### config.mk
export PLATFORM = sky130hd
export DESIGN_NAME = scl_window_gen
export DESIGN_NICKNAME = d
export VERILOG_FILES = /design/src/rtl/scl_window_pkg.sv /design/src/rtl/scl_border_calc.sv /design/src/rtl/scl_viewport_calc.sv /design/src/rtl/scl_pixel_scan.sv /design/src/rtl/scl_window_gen.sv
export SDC_FILE = /design/constraint.sdc
export NUM_CORES = 1
export LEC_CHECK = 0
export BUFFER_PORTS_ARGS = -buffer_cell sky130_fd_sc_hd__buf_4
export CORE_MARGIN = 1.5
export CORE_UTILIZATION = 49
export CTS_CLUSTER_DIAMETER = 200
export DETAILED_ROUTE_END_ITERATION = 10
export PLACE_DENSITY = 0.77
export SYNTH_ARGS = -nofsm -noshare
export SYNTH_HDL_FRONTEND = slang
export SYNTH_SLANG_ARGS = --single-unit
### constraint.sdc
create_clock -name clk -period 4.1 [get_ports clk]
set_input_delay 1.23 -clock clk [delete_from_list [all_inputs] [get_ports clk]]
set_output_delay 1.23 -clock clk [all_outputs]
set_load 0.01 [all_outputs]
### src/rtl/scl_window_pkg.sv
package scl_window_pkg;
  localparam int COORD_W = 13;

  typedef enum logic {
    FILL_CONST = 1'b0,
    FILL_EDGE  = 1'b1
  } fill_mode_e;

  localparam int VP_X = 0;
  localparam int VP_Y = 1;
  localparam int VP_W = 2;
  localparam int VP_H = 3;
  localparam int VP_FIELDS = 4;
endpackage

### src/rtl/scl_border_calc.sv
module scl_border_calc #(
  parameter int CW = scl_window_pkg::COORD_W
) (
  input  logic [CW-1:0] span,
  input  logic [CW-1:0] start,
  input  logic [CW-1:0] len,
  input  logic          widen,
  output logic [CW-1:0] near_brd,
  output logic [CW-1:0] far_brd,
  output logic          negative
);
  localparam int SW = CW + 2;

  logic [SW-1:0] raw;

  always_comb begin
    raw = {2'b00, span} - {2'b00, start} - {2'b00, len}
          + (widen ? SW'(2) : SW'(0));
    negative = raw[SW-1];
    near_brd = start;
    far_brd  = negative ? '0 : raw[CW-1:0];
  end
endmodule

### src/rtl/scl_viewport_calc.sv
module scl_viewport_calc #(
  parameter int CW = scl_window_pkg::COORD_W
) (
  input  logic [scl_window_pkg::VP_FIELDS-1:0][CW-1:0] src,
  input  logic                                         fmt420,
  output logic [scl_window_pkg::VP_FIELDS-1:0][CW-1:0] luma,
  output logic [scl_window_pkg::VP_FIELDS-1:0][CW-1:0] chroma,
  output logic                                         luma_ok,
  output logic                                         chroma_ok
);
  import scl_window_pkg::*;

  for (genvar k = 0; k < VP_FIELDS; k++) begin : g_field
    assign luma[k]   = {src[k][CW-1:1], 1'b0};
    assign chroma[k] = fmt420 ? {1'b0, luma[k][CW-1:1]} : luma[k];
  end

  assign luma_ok   = (luma[VP_W] != '0) && (luma[VP_H] != '0);
  assign chroma_ok = (chroma[VP_W] != '0) && (chroma[VP_H] != '0);
endmodule

### src/rtl/scl_pixel_scan.sv
module scl_pixel_scan #(
  parameter int CW = scl_window_pkg::COORD_W
) (
  input  logic          clk,
  input  logic          rst_n,
  input  logic          pix_valid,
  input  logic [CW-1:0] pix_h,
  input  logic [CW-1:0] pix_v,
  input  logic [CW-1:0] win_x,
  input  logic [CW-1:0] win_y,
  input  logic [CW-1:0] win_w,
  input  logic [CW-1:0] win_h,
  input  scl_window_pkg::fill_mode_e mode,
  output logic          inside_q,
  output logic          fill_q,
  output logic [CW-1:0] fetch_h_q,
  output logic [CW-1:0] fetch_v_q
);
  import scl_window_pkg::*;

  localparam int AXES = 2;

  logic [AXES-1:0][CW-1:0] coord, lo, len, clamped;
  logic [AXES-1:0]         in_axis;
  logic                    inside_d, fill_d;

  assign coord = {pix_v, pix_h};
  assign lo    = {win_y, win_x};
  assign len   = {win_h, win_w};

  for (genvar a = 0; a < AXES; a++) begin : g_axis
    logic [CW:0]   stop;
    logic [CW-1:0] last;
    logic          below, beyond;
    always_comb begin
      stop   = {1'b0, lo[a]} + {1'b0, len[a]};
      last   = (len[a] == '0) ? lo[a] : CW'(stop - 1'b1);
      below  = coord[a] < lo[a];
      beyond = {1'b0, coord[a]} >= stop;
      in_axis[a] = !below && !beyond;
      clamped[a] = below ? lo[a] : (beyond ? last : coord[a]);
    end
  end

  always_comb begin
    inside_d = pix_valid && (&in_axis);
    fill_d   = pix_valid && !(&in_axis) && (mode == FILL_CONST);
  end

  always_ff @(posedge clk or negedge rst_n) begin
    if (!rst_n) begin
      inside_q  <= 1'b0;
      fill_q    <= 1'b0;
      fetch_h_q <= '0;
      fetch_v_q <= '0;
    end else begin
      inside_q  <= inside_d;
      fill_q    <= fill_d;
      fetch_h_q <= clamped[0];
      fetch_v_q <= clamped[1];
    end
  end

  AST_INSIDE_NEEDS_VALID: assert property (@(posedge clk) disable iff (!rst_n)
    !pix_valid |=> !inside_q && !fill_q);
  AST_FILL_ONLY_BORDER: assert property (@(posedge clk) disable iff (!rst_n)
    fill_q |-> !inside_q);
endmodule

### src/rtl/scl_window_gen.sv
module scl_window_gen #(
  parameter int CW = scl_window_pkg::COORD_W
) (
  input  logic          clk,
  input  logic          rst_n,
  input  logic          frame_start,
  input  logic [CW-1:0] h_active,
  input  logic [CW-1:0] v_active,
  input  logic [CW-1:0] rect_x,
  input  logic [CW-1:0] rect_y,
  input  logic [CW-1:0] rect_w,
  input  logic [CW-1:0] rect_h,
  input  logic          dbg_widen,
  input  logic          edge_mode,
  input  logic          fmt_420,
  input  logic [CW-1:0] src_x,
  input  logic [CW-1:0] src_y,
  input  logic [CW-1:0] src_w,
  input  logic [CW-1:0] src_h,
  input  logic          err_clear,
  input  logic          pix_valid,
  input  logic [CW-1:0] pix_h,
  input  logic [CW-1:0] pix_v,
  output logic [CW-1:0] brd_left,
  output logic [CW-1:0] brd_right,
  output logic [CW-1:0] brd_top,
  output logic [CW-1:0] brd_bottom,
  output logic          brd_err,
  output logic [CW-1:0] luma_x,
  output logic [CW-1:0] luma_y,
  output logic [CW-1:0] luma_w,
  output logic [CW-1:0] luma_h,
  output logic [CW-1:0] chroma_x,
  output logic [CW-1:0] chroma_y,
  output logic [CW-1:0] chroma_w,
  output logic [CW-1:0] chroma_h,
  output logic          pix_inside,
  output logic          pix_fill,
  output logic [CW-1:0] fetch_h,
  output logic [CW-1:0] fetch_v
);
  import scl_window_pkg::*;

  // combinational results from live inputs
  logic [CW-1:0] h_near, h_far, v_near, v_far;
  logic          h_neg, v_neg;
  logic [VP_FIELDS-1:0][CW-1:0] src_vp, luma_c, chroma_c;
  logic          luma_ok, chroma_ok;

  // latched state
  logic [CW-1:0] win_x_q, win_y_q, win_w_q, win_h_q;
  fill_mode_e    mode_q;
  logic [CW-1:0] left_q, right_q, top_q, bottom_q;
  logic [VP_FIELDS-1:0][CW-1:0] luma_q, chroma_q;
  logic          err_q, err_d;
  logic          luma_en, chroma_en;

  scl_border_calc #(.CW(CW)) u_horz (
    .span(h_active), .start(rect_x), .len(rect_w), .widen(dbg_widen),
    .near_brd(h_near), .far_brd(h_far), .negative(h_neg)
  );

  scl_border_calc #(.CW(CW)) u_vert (
    .span(v_active), .start(rect_y), .len(rect_h), .widen(dbg_widen),
    .near_brd(v_near), .far_brd(v_far), .negative(v_neg)
  );

  assign src_vp = {src_h, src_w, src_y, src_x};

  scl_viewport_calc #(.CW(CW)) u_vp (
    .src(src_vp), .fmt420(fmt_420), .luma(luma_c), .chroma(chroma_c),
    .luma_ok(luma_ok), .chroma_ok(chroma_ok)
  );

  always_comb begin
    luma_en   = frame_start && luma_ok;
    chroma_en = frame_start && chroma_ok;
    if (frame_start && (h_neg || v_neg)) err_d = 1'b1;
    else if (err_clear)                  err_d = 1'b0;
    else                                 err_d = err_q;
  end

  always_ff @(posedge clk or negedge rst_n) begin
    if (!rst_n) begin
      win_x_q  <= '0;
      win_y_q  <= '0;
      win_w_q  <= '0;
      win_h_q  <= '0;
      mode_q   <= FILL_CONST;
      left_q   <= '0;
      right_q  <= '0;
      top_q    <= '0;
      bottom_q <= '0;
    end else if (frame_start) begin
      win_x_q  <= rect_x;
      win_y_q  <= rect_y;
      win_w_q  <= rect_w;
      win_h_q  <= rect_h;
      mode_q   <= fill_mode_e'(edge_mode);
      left_q   <= h_near;
      right_q  <= h_far;
      top_q    <= v_near;
      bottom_q <= v_far;
    end
  end

  always_ff @(posedge clk or negedge rst_n) begin
    if (!rst_n) luma_q <= '0;
    else if (luma_en) luma_q <= luma_c;
  end

  always_ff @(posedge clk or negedge rst_n) begin
    if (!rst_n) chroma_q <= '0;
    else if (chroma_en) chroma_q <= chroma_c;
  end

  always_ff @(posedge clk or negedge rst_n) begin
    if (!rst_n) err_q <= 1'b0;
    else        err_q <= err_d;
  end

  scl_pixel_scan #(.CW(CW)) u_scan (
    .clk(clk), .rst_n(rst_n), .pix_valid(pix_valid), .pix_h(pix_h), .pix_v(pix_v),
    .win_x(win_x_q), .win_y(win_y_q), .win_w(win_w_q), .win_h(win_h_q),
    .mode(mode_q), .inside_q(pix_inside), .fill_q(pix_fill),
    .fetch_h_q(fetch_h), .fetch_v_q(fetch_v)
  );

  assign brd_left   = left_q;
  assign brd_right  = right_q;
  assign brd_top    = top_q;
  assign brd_bottom = bottom_q;
  assign brd_err    = err_q;
  assign luma_x     = luma_q[VP_X];
  assign luma_y     = luma_q[VP_Y];
  assign luma_w     = luma_q[VP_W];
  assign luma_h     = luma_q[VP_H];
  assign chroma_x   = chroma_q[VP_X];
  assign chroma_y   = chroma_q[VP_Y];
  assign chroma_w   = chroma_q[VP_W];
  assign chroma_h   = chroma_q[VP_H];

  AST_LEFT_FOLLOWS_X: assert property (@(posedge clk) disable iff (!rst_n)
    frame_start |=> brd_left == $past(rect_x) && brd_top == $past(rect_y));
  AST_CFG_HOLD: assert property (@(posedge clk) disable iff (!rst_n)
    !frame_start |=> $stable(brd_right) && $stable(brd_bottom) && $stable(luma_w));
  AST_ERR_STICKY: assert property (@(posedge clk) disable iff (!rst_n)
    brd_err && !err_clear |=> brd_err);
  AST_CHROMA_BOUND: assert property (@(posedge clk) disable iff (!rst_n)
    chroma_w <= luma_w || !$past(frame_start));
endmodule

==> run metrics <==
mux cell area share after synthesis=0.0995; Rows=just over 60; die area=between 20000 and 30000 sq um; Setup Total Neg Slack=-5210 ps; Die Wd=~170 microns; endpoint type of the worst setup path=register; Crit path largest cell delay=between 300 and 400 ps; Fin. Hold Viols=0; Worst-Margin Slew=a little over 1000 ps; vias in the first global route=12600; Clock Tree Buf Depth=3; clock latency on the worst-skew pair=approximately 540 ps; CORE AREA=27800 sq um; Top FF cell, synth=dfrtp_1; DRT Wirelength=42100 microns; Critical Path Source Type=input port; maximum VDD drop=between 0.4 and 0.5 mV; number of synthesized flops with an enable pin=0; fmax=around 230 MHz; Post-Synth XOR/XNOR Area=0.0492; Tcrit/Tclk final=1.05; largest net degree at the start of global routing=slightly below 100; RePlAce Congestion=~0.94; Post-synth ARST share=1.00; Yosys reg bits=approximately 210; final instance area=19500 sq um; commonest non-fill, non-tap cell in the layout=buf_4; CTS Hold Bufs=0; Synth Area in Compound Gates=0.163; number of fill cells in the layout=2100; Critical Path RT=around 4500 ps; post-synth cell types=87; 1st-pass router iterations=5; Post-Syn Area=roughly 14000 sq um; CP arrival=4730 ps; I/O pins=roughly 350; most frequent cells in the layout=buf_4, dfrtp_1, ha_1; Final Worst Setup Slack=-220 ps; adder-cell share of the synthesized area=0.151; R2R cell count=17; drc violations=0; main combinational cell family by area after synthesis=compound AO/OA/AOI/OAI gates; Vias=around 13000; total power draw=0.00880 W; Worst Path Max Fanout=7; CTS tree=done; Static Leak=roughly 9.6 nW; Slew Limit Headroom=0.324; final setup violation count=35; post-DR vias/cell=~5.5; hold-critical path depth=2; Initial Util=0.497; Post-Synth Simple-Gate Area=0.113; first-pass GRT wire length=roughly 64000 microns; WHS=between 400 and 500 ps; cells along the critical path=buf_8 > inv_12 > ha_4 > inv_2 > fa_2 > a21o_1 > a21oi_2 > nor2b_1 > o21a_1 > or3_1 > a31oi_1 > xnor2_1 > ha_1 > ha_4 > and3_4 > o211ai_1 > a31o_2 > o21a_4 > o21ai_2 > o21ai_1; post-DP HPWL=about 32000 microns; Post-Synthesis Cells=~1400; Hold Path Class=reg2reg; Synth area leader=dfrtp_1; Post-Route Skew=13.2 ps; Syn. warnings=0; non-filler cells, final=between 2000 and 2500; Pins Over Slew Limit=0; slowest CP cell=fa_2; CTS Buf Count=25; total grt overflow=0; Placed Area=18000 sq um; initial antenna violation count=3; crit-path most repeated cell=ha_4; post-synth top area share=0.377; root buf cell=clkbuf_16; failing checks=setup timing; total of max-cap violations=0; Seq/Total Area, Yosys=0.377; Clock transition at path regs=60 ps; final worst path period need=~4300 ps; ANT nets after route=0; Sink Count=around 210; top post-synthesis cells by area=dfrtp_1, ha_1, mux2_2; outcome=finished with violations; WL/cell=~18 microns; GRT Overall Usage=0.279; area delta synth->final=41.4%; P per Cell Area=roughly 450 nW/um^2; number of DRC markers in iteration 0=around 670; RSZ-0062 raised after global routing=yes; number of port buffers=340; layout cells sized above 1=0.390; CP Class=in2reg; Die Y=171 microns; Avg Cell Area, Syn=approximately 10 sq um; placed cells=2221; H-tree depth=1; Final nets=roughly 2200
-- registers in the layout, summed over array words and instances, names as in the netlist, 12 cells and up --
signal            cells
chroma_h             13
brd_top              13
brd_right            13
luma_h               12
luma_x               12
chroma_y             13
win_w_q              13
brd_bottom           13
luma_w               12
luma_y               12
u_scan.fetch_v_q     13
chroma_x             13
chroma_w             13
win_h_q              13
brd_left             13
u_scan.fetch_h_q     13
-- cell families after synthesis --
kind of cell	count (synthesis)
XOR/XNOR	73
flip-flops	208
adder cells (fa/ha/maj)	162
AND/OR/NAND/NOR	325
multiplexers	128
AO/OA/AOI/OAI	336
other	1
buffers and inverters	169
-- metrics by stage --
stage	util	worst slack, ps
4_1_cts	0.694	-133
3_3_place_gp	0.649	-802
6_report	0.703	-220
3_5_place_dp	0.649	-940
2_1_floorplan	-	-466
5_1_grt	0.703	-347
-- final cells by class --
cell class                      count  area, sq um  area share
Antenna cell                        2         5.00    0.000256
Inverter                          124          493      0.0252
Clock buffer                       36          727      0.0372
Clock inverter                     10          128     0.00653
Timing Repair Buffer              503         3910       0.200
Multi-Input combinational cell   1028         8600       0.440
Sequential cell                   208         5210       0.266
Tap cell                          378          473      0.0242
-- cells in the mapped netlist, types with 9 or more instances --
cell       instances
dfrtp_1          208
nor3_1            18
mux2i_1           53
inv_1            121
nand3_1           18
mux2_2            75
nor2b_1           16
nand2b_1          14
nand2_1          139
xnor2_1           48
nor4_1            14
xor2_1            21
or3_1             11
a21o_1            26
o2bb2ai_1         17
ha_1             154
a21oi_1           50
clkbuf_1          38
and3_1             9
nor2_1            53
a31oi_1           11
o21ai_0          116
-- routing by layer --
| metal | global-route usage | wire length [microns] | vias up |
|---|---|---|---|
| met5 | 0 | 13 | - |
| met4 | 0.0923 | 1260 | 2 |
| met3 | 0.0648 | 3360 | 94 |
| met2 | 0.477 | 20200 | 417 |
| met1 | 0.346 | 17200 | 6057 |
| li1 | - | - | 5994 |
-- repair_timing --
action	4_1_cts	5_1_grt
buffers inserted	14	8
setup endpoints to repair	42	54
gates resized for setup	66	41
pin swaps	45	40
-- report_power, final --
| part | total (W) | switching, W | internal [W] |
|---|---|---|---|
| logic | 0.00399 | 0.00199 | 0.00200 |
| clock network | 0.00227 | 0.000902 | 0.00137 |
| registers | 0.00254 | 0.000192 | 0.00235 |
| total | 0.00880 | 0.00308 | 0.00572 |
-- worst paths after layout --
| check | slack [ps] | start | to |
|---|---|---|---|
| worst max-delay path | -220 | h_active[0] | brd_err$_DFFE_PN0P_ |
| worst min-delay path | 480 | chroma_w[7]$_DFFE_PN0P_ | chroma_w[7]$_DFFE_PN0P_ |
| worst max register to register | -110 | brd_top[0]$_DFFE_PN0P_ | u_scan.fetch_v_q[4]$_DFF_PN0_ |
| worst min register to register | 480 | chroma_w[7]$_DFFE_PN0P_ | chroma_w[7]$_DFFE_PN0P_ |
| max in group asynchronous | 2580 | rst_n | chroma_w[2]$_DFFE_PN0P_ |
| min in group asynchronous | 670 | rst_n | chroma_x[7]$_DFFE_PN0P_ |
-- worst max-delay path: cells and delay by family --
| kind | cells | cell delay (ps) |
|---|---|---|
| AO/OA/AOI/OAI | 9 | 1600 |
| XOR/XNOR | 1 | 140 |
| adder cells (fa/ha/maj) | 4 | 1010 |
| buffers and inverters | 3 | 180 |
| AND/OR/NAND/NOR | 3 | 550 |
No activity file was read; power rests on OpenSTA's default activity.
